### config.mk
export PLATFORM = sky130hd
export DESIGN_NAME = periph_wr_port
export DESIGN_NICKNAME = d
export VERILOG_FILES = /design/src/rtl/pwp_pkg.sv /design/src/rtl/pwp_datapath.sv /design/src/rtl/pwp_control.sv /design/src/rtl/periph_wr_port.sv
export SDC_FILE = /design/constraint.sdc
export NUM_CORES = 1
export LEC_CHECK = 0
export ABC_AREA = 1
export ABC_CLOCK_PERIOD_IN_PS = 4700
export CAP_MARGIN = 20
export CELL_PAD_IN_SITES_DETAIL_PLACEMENT = 1
export CELL_PAD_IN_SITES_GLOBAL_PLACEMENT = 2
export CORE_UTILIZATION = 42
export DETAILED_ROUTE_END_ITERATION = 10
export DONT_BUFFER_PORTS = 1
export PLACE_DENSITY = 0.81
export SLEW_MARGIN = 30
export SYNTH_ARGS = -nofsm -noshare
export SYNTH_HDL_FRONTEND = slang
export SYNTH_SLANG_ARGS = --single-unit
### constraint.sdc
create_clock -name clk -period 4.7 [get_ports clk]
set_input_delay 0.47 -clock clk [delete_from_list [all_inputs] [get_ports clk]]
set_output_delay 0.47 -clock clk [all_outputs]
set_load 0.005 [all_outputs]
### src/rtl/pwp_pkg.sv
package pwp_pkg;

  typedef enum logic [1:0] {
    ST_IDLE = 2'd0,
    ST_ASK  = 2'd1,
    ST_SEND = 2'd2,
    ST_DROP = 2'd3
  } portState_t;

  // strobes from sequencer to datapath
  typedef struct packed {
    logic pop;     // move head word into the output register
    logic cntRun;  // a wait on the peripheral is in progress
    logic cntClr;  // restart the wait counter
    logic setTo;   // record a timeout
  } ctlStrobe_t;

  localparam int STS_READY = 0;
  localparam int STS_OVF   = 1;
  localparam int STS_TO    = 2;
  localparam int STS_DRAIN = 3;
  localparam int STS_W     = 4;

endpackage

### src/rtl/pwp_datapath.sv
module pwp_datapath
  import pwp_pkg::*;
#(
  parameter int DATA_W = 8,
  parameter int DEPTH  = 4,
  parameter int TO_W   = 16
) (
  input  logic              clk,
  input  logic              rstN,
  input  logic              wrEn,
  input  logic [DATA_W-1:0] wrData,
  input  logic              stsClr,
  input  logic [TO_W-1:0]   toLimit,
  input  ctlStrobe_t        ctl,
  output logic [DATA_W-1:0] outData,
  output logic              bufEmpty,
  output logic              bufFull,
  output logic              toHit,
  output logic              ovfFlag,
  output logic              toFlag
);

  localparam int PTR_W = (DEPTH > 1) ? $clog2(DEPTH) : 1;
  localparam int LVL_W = PTR_W + 1;
  localparam logic [LVL_W-1:0] LVL_MAX = LVL_W'(DEPTH);
  localparam logic [PTR_W-1:0] PTR_LAST = PTR_W'(DEPTH - 1);

  logic [DATA_W-1:0] mem [DEPTH];
  logic [PTR_W-1:0]  wrPtr, rdPtr;
  logic [LVL_W-1:0]  level;
  logic [TO_W-1:0]   waitCnt;
  logic              wrAcc;
  logic              ovfEvt;

  assign bufEmpty = (level == '0);
  assign bufFull  = (level == LVL_MAX);
  assign wrAcc    = wrEn && !bufFull;
  assign ovfEvt   = wrEn && bufFull;

  // storage
  always_ff @(posedge clk) begin
    if (wrAcc) mem[wrPtr] <= wrData;
  end

  always_ff @(posedge clk) begin
    if (!rstN) begin
      wrPtr <= '0;
      rdPtr <= '0;
      level <= '0;
    end else begin
      if (wrAcc) wrPtr <= (wrPtr == PTR_LAST) ? '0 : wrPtr + 1'b1;
      if (ctl.pop) rdPtr <= (rdPtr == PTR_LAST) ? '0 : rdPtr + 1'b1;
      case ({wrAcc, ctl.pop})
        2'b10:   level <= level + 1'b1;
        2'b01:   level <= level - 1'b1;
        default: level <= level;
      endcase
    end
  end

  // output holding register, loaded on grant
  always_ff @(posedge clk) begin
    if (!rstN) outData <= '0;
    else if (ctl.pop) outData <= mem[rdPtr];
  end

  // wait counter
  always_ff @(posedge clk) begin
    if (!rstN || ctl.cntClr) waitCnt <= '0;
    else if (ctl.cntRun && waitCnt != '1) waitCnt <= waitCnt + 1'b1;
  end

  assign toHit = ctl.cntRun && (toLimit != '0) && (waitCnt >= toLimit - 1'b1);

  // sticky flags, new event wins over clear
  always_ff @(posedge clk) begin
    if (!rstN) begin
      ovfFlag <= 1'b0;
      toFlag  <= 1'b0;
    end else begin
      if (ovfEvt)      ovfFlag <= 1'b1;
      else if (stsClr) ovfFlag <= 1'b0;
      if (ctl.setTo)   toFlag  <= 1'b1;
      else if (stsClr) toFlag  <= 1'b0;
    end
  end

  AST_NO_POP_EMPTY: assert property (@(posedge clk) disable iff (!rstN)
    ctl.pop |-> !bufEmpty) else $error("pop from empty buffer");

  AST_FULL_DROP: assert property (@(posedge clk) disable iff (!rstN)
    (wrEn && bufFull && !ctl.pop) |=> (level == $past(level))) else $error("write into full buffer");

  AST_OVF_STICKY: assert property (@(posedge clk) disable iff (!rstN)
    (ovfFlag && !stsClr) |=> ovfFlag) else $error("overflow flag lost");

endmodule

### src/rtl/pwp_control.sv
module pwp_control
  import pwp_pkg::*;
(
  input  logic       clk,
  input  logic       rstN,
  input  logic       bufEmpty,
  input  logic       toHit,
  input  logic       devGrant,
  input  logic       devDone,
  output ctlStrobe_t ctl,
  output logic       devReq,
  output logic       devValid,
  output logic       portIdle
);

  portState_t state, nextState;

  always_comb begin
    nextState = state;
    ctl       = '0;
    unique case (state)
      ST_IDLE: begin
        if (!bufEmpty) nextState = ST_ASK;
      end
      ST_ASK: begin
        ctl.cntRun = 1'b1;
        if (devGrant) begin
          ctl.pop   = 1'b1;
          nextState = ST_SEND;
        end else if (toHit) begin
          ctl.setTo = 1'b1;
          nextState = ST_DROP;   // word stays buffered
        end
      end
      ST_SEND: begin
        ctl.cntRun = 1'b1;
        if (devDone) begin
          nextState = ST_DROP;
        end else if (toHit) begin
          ctl.setTo = 1'b1;
          nextState = ST_DROP;   // popped word is abandoned
        end
      end
      ST_DROP: begin
        ctl.cntRun = 1'b1;
        if (!devGrant && !devDone) begin
          nextState = ST_IDLE;
        end else if (toHit) begin
          ctl.setTo = 1'b1;
          nextState = ST_IDLE;
        end
      end
      default: nextState = ST_IDLE;
    endcase
    ctl.cntClr = (nextState != state);
  end

  always_ff @(posedge clk) begin
    if (!rstN) state <= ST_IDLE;
    else       state <= nextState;
  end

  assign devReq   = (state == ST_ASK) || (state == ST_SEND);
  assign devValid = (state == ST_SEND);
  assign portIdle = (state == ST_IDLE);

  AST_VALID_UNDER_REQ: assert property (@(posedge clk) disable iff (!rstN)
    devValid |-> devReq) else $error("valid without request");

  AST_VALID_AFTER_GRANT: assert property (@(posedge clk) disable iff (!rstN)
    $rose(devValid) |-> $past(devGrant)) else $error("valid without grant");

  AST_HOLD_UNTIL_RELEASE: assert property (@(posedge clk) disable iff (!rstN)
    (state == ST_DROP && (devGrant || devDone) && !toHit) |=> !devReq) else $error("request before release");

  AST_TIMEOUT_WITHDRAWS: assert property (@(posedge clk) disable iff (!rstN)
    (state == ST_ASK && !devGrant && toHit) |=> !devReq) else $error("request kept after timeout");

endmodule

### src/rtl/periph_wr_port.sv
module periph_wr_port
  import pwp_pkg::*;
#(
  parameter int DATA_W = 8,
  parameter int DEPTH  = 4,
  parameter int TO_W   = 16
) (
  input  logic              clk,
  input  logic              rstN,
  input  logic              wrEn,
  input  logic [DATA_W-1:0] wrData,
  input  logic              stsClr,
  input  logic [TO_W-1:0]   toLimit,
  output logic [3:0]        status,
  output logic              devReq,
  input  logic              devGrant,
  output logic              devValid,
  output logic [DATA_W-1:0] devData,
  input  logic              devDone
);

  ctlStrobe_t ctl;
  logic bufEmpty, bufFull, toHit, ovfFlag, toFlag, portIdle;

  pwp_datapath #(.DATA_W(DATA_W), .DEPTH(DEPTH), .TO_W(TO_W)) i_datapath (
    .clk(clk), .rstN(rstN), .wrEn(wrEn), .wrData(wrData), .stsClr(stsClr),
    .toLimit(toLimit), .ctl(ctl), .outData(devData), .bufEmpty(bufEmpty),
    .bufFull(bufFull), .toHit(toHit), .ovfFlag(ovfFlag), .toFlag(toFlag)
  );

  pwp_control i_control (
    .clk(clk), .rstN(rstN), .bufEmpty(bufEmpty), .toHit(toHit),
    .devGrant(devGrant), .devDone(devDone), .ctl(ctl), .devReq(devReq),
    .devValid(devValid), .portIdle(portIdle)
  );

  always_comb begin
    status            = '0;
    status[STS_READY] = !bufFull;
    status[STS_OVF]   = ovfFlag;
    status[STS_TO]    = toFlag;
    status[STS_DRAIN] = bufEmpty && portIdle;
  end

  AST_DATA_STABLE: assert property (@(posedge clk) disable iff (!rstN)
    (devValid && $past(devValid)) |-> $stable(devData)) else $error("data moved in data phase");

endmodule

==> run summary, run 1 <==
status: completed
Max Root-Sink Buffers: 2
worst hold-check slack: 0.227 ns
Slew @ Worst Pin: 0.875 ns
# IOs: 44
crit start category: input port
Total GRT Usage: 18.1%
global-route wire length before repair: 13.5 mm
Die H: 97.1 µm
HP Class: in2reg
core footprint: 8720 µm²
crit path buf inv count: 2
DRT Pass-1 Iters: 4
total power: 1660 µW
crit-path most repeated cell: nand2_1
RSZ-0062 raised after global routing: false
# setup viols final: 0
worst-path fanout max: 16
hold_sp: wrData[0]
top_reg_cell synth: dfxtp_1
part of the power in registers: 43.3%
P&R area growth vs syn: 9.26%
required time worst endpoint: 4.91 ns
CTS H-Tree Depth: 3
Final nets: 492
WL final: 7.93 mm
synth top area cells: edfxtp_1 (25%), dfxtp_1 (18%), ha_1 (9.6%)
Levels on crit path: 20
crit path DAT: 3.55 ns
initial core utilization: 43.6%
Initial DRC Count: 60
Synth Area per Inst: 8.83 µm²
critical path class: in2reg
die area: 9430 µm²
placed wire-length estimate: 5.99 mm
highest clock rate: 299 MHz
Max stage delay on crit path: 0.37 ns
reg2reg start: i_control.state[1]
hold path endpoint: i_datapath.mem[1][0]
CP endpoint kind: flop
post-route ant nets: 0
Routed wire per std cell: 14.5 µm
Worst R2R Setup Slack: 2.04 ns
GP Congestion: 0.760
Post-synth ARST share: 0%
max_cap viols: 0
vias per inst: 5.15
Logic pwr share: 19.3%
synthesized instance count: 430
Clock Skew: 0.00594 ns
Post-CTS Hold Fix Bufs: 0
internal power: 1170 µW
CTS root buf: clkbuf_8
crit-path cells: inv_1 -> nand2_1 -> or3_1 -> nor2_1 -> nand4_1 -> nor3_1 -> xor2_1 -> inv_1 -> ha_1 -> nand4_1 -> nor3_1 -> nand2_1 -> nand2_1 -> nand2_4 -> a21oi_1 -> nand2_1 -> nand2_1 -> nand3_1 -> nand2_2 -> nor3_1
peak supply drop: 130 µV
Syn. warnings: 0
CTS tree: built
Crit-path slowest cell: nand2_2
Slew Limit Headroom: 41.5%
largest net degree at the start of global routing: 20
final global-route overflow total: 0
R2R depth: 11
Hold Path Depth: 0
CTS clk-pin slew, worst paths: 0.07 ns
Leak: 0.00169 µW
syn_nets: 490
Via Count: 2,809
mapped cell area: 3800 µm²
clock share of power: 37.4%
pwr/cell area: 399 nW/µm²
Slew Limit Fails: 0
Die W: 97.1 µm
Synth top area share: 25.3%
cell taking the most area after synthesis: edfxtp_1
port bufs: 0
setup TNS: 0 ns
clk sink count: 67
Final period util: 71.1%
sw frac: 29.6%
Post-CTS Setup Inserts: 0
Psw: 490 µW
initial antenna violation count: 0
Clk Latency, worst-skew pair: 0.33 ns
Synth cell types: 35
CTS buffer count: 9
Cell Rows: 34
number of global-route vias before repair: 2,954
Ant. Diodes: 0
Post-CTS Resized: 0
layout cell share with drive strength beyond 1: 9.15%
register area share after synthesis: 43.7%
CP top delay family: simple AND/OR/NAND/NOR gates
#FFs+latches synth: 67
Residual DRC: 0
Post-synth EDFFs: 32
Final Hold Viols: 0
fin crit period: 3.34 ns
worst r2r dst: i_datapath.level[2]
state kept, by name, summed over array words and instances (netlist names):
| register | flops |
|---|---|
| i_datapath.mem | 32 |
| i_datapath.waitCnt | 16 |
| i_datapath.outData | 8 |
| i_datapath.level | 3 |
| i_control.state | 2 |
| i_datapath.rdPtr | 2 |
| i_datapath.wrPtr | 2 |
| i_datapath.ovfFlag | 1 |
| i_datapath.toFlag | 1 |
how the worst max path moves through the flow:
stage	startpoint	end	slack (ns)
final	toLimit[0]	i_datapath.waitCnt[4]	1.36
after global routing	toLimit[0]	i_datapath.waitCnt[2]	0.94
after CTS	toLimit[0]	i_datapath.waitCnt[4]	1.35
after detailed placement	toLimit[0]	i_datapath.waitCnt[4]	0.99
after global placement	toLimit[0]	i_datapath.waitCnt[5]	1.15
after floorplan	toLimit[2]	i_datapath.waitCnt[12]	1.51
worst reg2reg max path: stages (launching register included):
cell     delay, ns
dfxtp_1       0.38
inv_1         0.17
ha_1          0.22
nand2_1       0.16
inv_1         0.45
ha_1          0.24
inv_1         0.07
fa_1          0.39
a21oi_1       0.14
o21ai_0       0.12
o21ai_0       0.16
a21oi_1       0.05
synthesized netlist by cell type (all sizes together) (2+ instances only):
master	n
xnor2	7
buf	6
clkbuf	3
nand4	4
inv	69
nand2	58
edfxtp	32
dfxtp	35
nor3	27
a21oi	22
nand3	15
o21ai	27
nor4	2
xor2	21
nor2	50
mux2i	8
ha	29
o221ai	8
per-layer routing:
layer  part of all wire, %  track usage [%]  vias up
met5                     0                0        -
met4                  0.95             6.54        0
met3                   3.6             3.74        6
met2                    52             33.0       43
met1                    44             20.7     1337
li1                      -                -     1423
final cells by class:
type	count	area, µm²
inverters	70	263
clock inverters	5	106
clock buffers	11	163
well taps	108	135
flip-flops and latches	67	1660
multi-input cells	284	1820
fillers	1048	4570
stage by stage:
step	instances	setup WS [ns]	utilization [%]	cell area, µm²
finish	545	1.36	47.6	4150
CTS	545	1.35	47.6	4150
global route	545	0.938	47.6	4150
global placement	529	1.15	44.5	3880
floorplan	430	1.51	-	3800
detailed placement	529	0.986	44.5	3880
power groups by stage:
| stage | Sequential (µW) | Combinational (µW) | Clock, µW |
|---|---|---|---|
| 2_1_floorplan | 703 | 276 | 0 |
| 3_5_place_dp | 731 | 327 | 0 |
| 3_3_place_gp | 728 | 315 | 0 |
| 4_1_cts | 718 | 330 | 633 |
| 5_1_grt | 726 | 369 | 656 |
| 6_report | 717 | 320 | 620 |
logic make-up (layout without fill, tap and decap cells):
kind of cell,Yosys count,in the layout,synth area share (%)
multiplexers,8,8,2.11
AO/OA/AOI/OAI,60,60,9.03
XOR/XNOR,28,28,6.46
adder cells (fa/ha/maj),30,30,10.1
flip-flops,67,67,43.7
AND/OR/NAND/NOR,158,158,20.3
buffers and inverters,79,86,8.30
layout by cell type (no fill, tap or decap), types with 3 or more instances in the layout:
cell       instances
inv_1             69
mux2i_1            8
edfxtp_1          32
nor3_1            17
a21oi_1           21
xor2_1            21
xnor2_1            7
nor2_2             3
nor2_1            45
bufinv_16          3
dfxtp_1           35
nand4_1            4
o21ai_0           26
clkbuf_8          10
nand3_1           14
nand2_2            5
nor3_2            10
o221ai_1           8
ha_1              29
nand2_1           52
Note: power is estimated with default switching activity, not from simulation.
==> inputs of run 2 (changes only) <==
--- a/config.mk
+++ b/config.mk
@@ -5,15 +5,15 @@
 export SDC_FILE = /design/constraint.sdc
 export NUM_CORES = 1
 export LEC_CHECK = 0
-export ABC_AREA = 1
-export ABC_CLOCK_PERIOD_IN_PS = 4700
+export ABC_AREA = 0
+export ABC_CLOCK_PERIOD_IN_PS = 2700
 export CAP_MARGIN = 20
 export CELL_PAD_IN_SITES_DETAIL_PLACEMENT = 1
 export CELL_PAD_IN_SITES_GLOBAL_PLACEMENT = 2
-export CORE_UTILIZATION = 42
+export CORE_UTILIZATION = 37
 export DETAILED_ROUTE_END_ITERATION = 10
 export DONT_BUFFER_PORTS = 1
-export PLACE_DENSITY = 0.81
+export PLACE_DENSITY = 0.73
 export SLEW_MARGIN = 30
 export SYNTH_ARGS = -nofsm -noshare
 export SYNTH_HDL_FRONTEND = slang
==> constraint.sdc (replaced) <==
create_clock -name clk -period 2.7 [get_ports clk]
set_input_delay 0.27 -clock clk [delete_from_list [all_inputs] [get_ports clk]]
set_output_delay 0.27 -clock clk [all_outputs]
set_load 0.005 [all_outputs]
==> run summary, run 2 <==
crit-path cells: or3_4 -> or4_4 -> or3_4 -> or2_4 -> nor4_4 -> xnor2_1 -> ha_1 -> nand4_1 -> or3_4 -> a311oi_4 -> buf_4 -> o31ai_4 -> nor2_2 -> buf_12 -> nor4b_1
peak supply drop: 370 µV
synth top area cells: edfxtp_1 (26%), dfxtp_1 (19%), ha_1 (9.7%)
setup slack after layout: -0.684 ns
max_cap viols: 0
Die H: 103 µm
Max Root-Sink Buffers: 2
GP Congestion: 0.784
Die W: 103 µm
Cell Rows: 36
highest clock rate: 296 MHz
commonest non-fill, non-tap cell in the layout: nand2_1
synth cell count leaders: nand2_1 (54), dfxtp_1 (35), edfxtp_1 (32), ha_1 (29), nor3_1 (27)
RSZ-0062 raised after global routing: true
Largest regs: i_datapath.mem: 32 flops, i_datapath.waitCnt: 16 flops, i_datapath.outData: 8 flops
critical path class: in2reg
Initial DRC Count: 66
Leak: 0.00163 µW
Clk Latency, worst-skew pair: 0.35 ns
register name with the most flops: i_datapath.mem
Post-synth EDFFs: 32
register area: 1660 µm²
final global-route overflow total: 0
sw frac: 31.0%
most frequent cells in the layout: nand2_1 (54), dfxtp_1 (35), edfxtp_1 (32)
number of global-route vias before repair: 2,917
WL final: 8.73 mm
pwr/cell area: 550 nW/µm²
post-route ant nets: 0
Crit-path slowest cell: or4_4
Clock Skew: 0.0127 ns
register area share after synthesis: 44.4%
top_reg_cell synth: dfxtp_1
vias per inst: 5.23
port bufs: 0
global-route wire length before repair: 14.1 mm
Total GRT Usage: 17.9%
Slew @ Worst Pin: 0.839 ns
# setup viols final: 19
initial core utilization: 38.3%
Slew Limit Headroom: 43.5%
Routed wire per std cell: 16.2 µm
syn_nets: 426
DRT Pass-1 Iters: 4
total power: 2450 µW
setup TNS: -12.64 ns
crit start category: input port
Final nets: 461
Via Count: 2,817
Ant. Diodes: 0
mapped cell area: 3740 µm²
clk sink count: 67
dpl ws: -1.10 ns
crit path DAT: 3.63 ns
HP Class: in2reg
Final Hold Viols: 0
required time worst endpoint: 2.94 ns
P&R area growth vs syn: 18.8%
CTS buffer count: 9
Psw: 758 µW
CP endpoint kind: flop
#FFs+latches synth: 67
placed wire-length estimate: 6.54 mm
layout cell share with drive strength beyond 1: 15.5%
violated checks: setup timing
count leader, synth: nand2_1
CTS root buf: clkbuf_8
Max stage delay on crit path: 0.43 ns
Synth top area share: 25.7%
Final period util: 125%
Residual DRC: 0
worst-path fanout max: 16
core footprint: 9770 µm²
post-layout util: 45.5%
Slew Limit Fails: 0
max FFs per register: 32
initial antenna violation count: 0
die area: 10,500 µm²
CTS clk-pin slew, worst paths: 0.09 ns
Logic pwr share: 18.6%
synthesized instance count: 366
Syn. warnings: 0
crit-path most repeated cell: or3_4
Worst R2R Setup Slack: 0.32 ns
CTS H-Tree Depth: 3
Synth Area per Inst: 10.2 µm²
largest net degree at the start of global routing: 22
part of the power in registers: 48.0%
# IOs: 44
fin crit period: 3.38 ns
clock share of power: 33.4%
cell taking the most area after synthesis: edfxtp_1
internal power: 1690 µW
Filler cells: 1,095
multi-input combinational cell area: 2020 µm²
status: finished with violations
Synth cell types: 49
CTS tree: built
Post-synth ARST share: 0%
## run 2: logic make-up (layout without fill, tap and decap cells)
kind of cell    count (synthesis)  in the layout  share of synthesized area, %
compound gates                 45             45                          7.86
xor+xnor                       30             30                          7.02
fa+ha+maj                      30             30                          10.2
buf+inv                        29             69                          3.34
flops                          67             67                          44.4
mux                            11             11                          5.62
simple gates                  154            154                          21.5
## run 2: power groups by stage
stage | Clock (µW) | Combinational [µW] | Sequential (µW)
after floorplan | 0 | 323 | 1170
after global placement | 0 | 417 | 1200
after detailed placement | 0 | 432 | 1200
after CTS | 843 | 453 | 1180
after global routing | 891 | 510 | 1180
final | 818 | 454 | 1170
## run 2: final timing paths
| kind | startpoint | end | depth (start not counted) |
|---|---|---|---|
| worst max register to register | i_datapath.waitCnt[2] | i_datapath.waitCnt[12] | 9 |
| worst max-delay path | toLimit[2] | i_datapath.waitCnt[12] | 15 |
| worst min register to register | i_datapath.outData[3] | i_datapath.outData[3] | 2 |
| worst min-delay path | rstN | i_control.state[0] | 2 |
## run 2: final cells by class
type / count / area share, %
inverter: 16 / 1.35
tap: 133 / 3.74
timing repair buffer: 37 / 7.68
clock inverter: 7 / 1.52
multi-input combinational: 270 / 45.5
sequential: 67 / 37.4
clock buffer: 9 / 2.79
## run 2: per-layer routing
layer  share of wire [%]  routed length [µm]  global-route usage (%)
met5                   0                   0                       0
met4                 1.3                 116                    6.37
met3                 2.7                 240                    3.80
met2                  54                4730                    33.6
met1                  42                3650                    19.7
## run 2: metrics by stage
| stage | instances | hold slack (ns) | instance area (µm²) |
|---|---|---|---|
| after floorplan | 366 | 0.369 | 3750 |
| after global routing | 539 | 0.0109 | 4450 |
| after CTS | 532 | 0.00199 | 4350 |
| after global placement | 508 | 0.369 | 4050 |
| after detailed placement | 508 | 0.369 | 4050 |
| final | 539 | 0.0236 | 4450 |
## run 2: critical path: cells and delay by family
| family | cells | cell delay, ns |
|---|---|---|
| and+or+nand+nor | 9 | 2.24 |
| xor gates and xnor gates | 1 | 0.11 |
| adders and majority gates | 1 | 0.30 |
| AOI/OAI and AO/OA | 2 | 0.33 |
| buffers and inverters | 2 | 0.34 |
## run 2: timing repair
| action | in CTS | in global routing |
|---|---|---|
| setup endpoints to repair | 19 | 19 |
| buffers inserted | 1 | 0 |
| gates resized for setup | 5 | 5 |
| pin swaps | 3 | 2 |
| hold buffers | 7 | 7 |
| hold endpoints to repair | 16 | 16 |
==> inputs of run 3 (changes only) <==
--- a/config.mk
+++ b/config.mk
@@ -9,8 +9,8 @@
 export ABC_CLOCK_PERIOD_IN_PS = 2700
 export CAP_MARGIN = 20
 export CELL_PAD_IN_SITES_DETAIL_PLACEMENT = 1
-export CELL_PAD_IN_SITES_GLOBAL_PLACEMENT = 2
-export CORE_UTILIZATION = 37
+export CELL_PAD_IN_SITES_GLOBAL_PLACEMENT = 1
+export CORE_UTILIZATION = 45
 export DETAILED_ROUTE_END_ITERATION = 10
 export DONT_BUFFER_PORTS = 1
 export PLACE_DENSITY = 0.73
==> run summary, run 3 (synthesized netlist as in run 2, its figures left out) <==
P&R area growth vs syn: 13.8%
CTS root buf: clkbuf_8
clk sink count: 67
Residual DRC: 0
core footprint: 7890 µm²
register area: 1660 µm²
Hold Path Depth: 0
total power: 2480 µW
Slew Limit Headroom: 44.2%
critical path class: in2reg
Cell Rows: 32
crit path DAT: 3.62 ns
dpl ws: -1.12 ns
hold_sp: wrData[5]
commonest non-fill, non-tap cell in the layout: nand2_1
CTS H-Tree Depth: 3
multi-input combinational cell area: 2010 µm²
final global-route overflow total: 0
Leak: 0.00157 µW
CP endpoint kind: flop
R2R depth: 9
number of global-route vias before repair: 2,997
Routed wire per std cell: 17.2 µm
status: finished with violations
Final nets: 446
Clock Skew: 0.00657 ns
CTS clk-pin slew, worst paths: 0.07 ns
pwr/cell area: 582 nW/µm²
most frequent cells in the layout: nand2_1 (54), dfxtp_1 (35), edfxtp_1 (32)
port bufs: 0
Largest regs: i_datapath.mem: 32 flops, i_datapath.waitCnt: 16 flops, i_datapath.outData: 8 flops
GP Congestion: 0.825
HP Class: in2reg
RSZ-0062 raised after global routing: true
setup slack after layout: -0.695 ns
Die H: 93.2 µm
Slew Limit Fails: 0
initial core utilization: 47.4%
# setup viols final: 19
Max Root-Sink Buffers: 2
Slew @ Worst Pin: 0.828 ns
worst-path fanout max: 16
# IOs: 44
DRT Pass-1 Iters: 4
Die W: 93.2 µm
worst hold-check slack: 0.0296 ns
Via Count: 2,828
max FFs per register: 32
layout cell share with drive strength beyond 1: 15.1%
Clk Latency, worst-skew pair: 0.33 ns
die area: 8690 µm²
crit start category: input port
vias per inst: 5.74
violated checks: setup timing
post-route ant nets: 0
CTS tree: built
Initial DRC Count: 102
Filler cells: 871
Final period util: 126%
Ant. Diodes: 0
reg2reg start: i_control.state[0]
Worst R2R Setup Slack: 0.35 ns
peak supply drop: 269 µV
largest net degree at the start of global routing: 22
Total GRT Usage: 21.2%
placed wire-length estimate: 6.38 mm
post-layout util: 54.0%
hold path endpoint: i_datapath.mem[1][5]
max_cap viols: 0
fin crit period: 3.39 ns
CTS buffer count: 9
global-route wire length before repair: 14.2 mm
initial antenna violation count: 0
required time worst endpoint: 2.93 ns
register name with the most flops: i_datapath.mem
WL final: 8.50 mm
highest clock rate: 295 MHz
Final Hold Viols: 0
worst r2r dst: i_datapath.level[2]
[run 3: cell types whose count changed in the layout (fill, tap and decap cells not counted), moves of 2 or more]
cell	change
clkinv_4	-2
clkinv_2	+2
bufinv_16	+2
inv_8	-3
dlygate4sd3_1	-14
clkbuf_1	+2
[run 3: layout make-up]
cell class	instances	share of cell area [%]
repair buffers	22	4.47
clock inverters	5	1.82
well taps	102	3.00
clock buffers	11	3.08
inverters	16	1.41
multi-input cells	270	47.2
flip-flops and latches	67	39.0
[run 3: power by group]
group / internal (µW) / switching [µW] / total (µW)
logic: 191 / 230 / 420
clock network: 517 / 364 / 881
registers: 1120 / 52.2 / 1180
total: 1830 / 646 / 2480
[run 3: worst max-delay path by stage]
stage	start	cells past startpoint	slack [ns]	end
2_1_floorplan	toLimit[2]	14	-1.01	i_datapath.waitCnt[10]
3_3_place_gp	toLimit[2]	14	-1.03	i_datapath.waitCnt[15]
3_5_place_dp	toLimit[2]	14	-1.12	i_datapath.waitCnt[11]
4_1_cts	toLimit[2]	14	-0.69	i_datapath.waitCnt[1]
5_1_grt	toLimit[2]	14	-0.84	i_datapath.waitCnt[8]
6_report	toLimit[2]	14	-0.69	i_datapath.waitCnt[7]
[run 3: routing by layer]
layer | part of all wire (%) | track usage [%] | routed length, µm
met1 | 45 | 26.4 | 3800
met2 | 51 | 37.1 | 4350
met3 | 3.2 | 4.72 | 268
met4 | 0.89 | 5.51 | 76
met5 | 0 | 0 | 0
[run 3: worst max-delay path, cell delays in order]
cell and delay (ns):
or3_4 0.37, or4_4 0.43, or3_4 0.34, or2_4 0.25, nor4_4 0.15, xnor2_1 0.10
ha_1 0.31, nand4_1 0.14, or3_4 0.38, a311oi_4 0.29, nor4_4 0.07, nor3_2 0.26
buf_12 0.18, nor3_1 0.06
[run 3: per-stage QoR]
step	instances	area (µm²)	setup TNS, ns
2_1_floorplan	366	3750	-17.41
3_3_place_gp	476	4000	-19.22
3_5_place_dp	476	4000	-20.93
4_1_cts	493	4250	-12.83
5_1_grt	493	4260	-15.53
6_report	493	4260	-12.83
[run 3: repair_timing]
| action | CTS | global route |
|---|---|---|
| gates resized for setup | 6 | 1 |
| setup buffers | 1 | 0 |
| setup endpoints to repair | 19 | 19 |
| pin swaps | 2 | 0 |
| hold buffers | 0 | 0 |
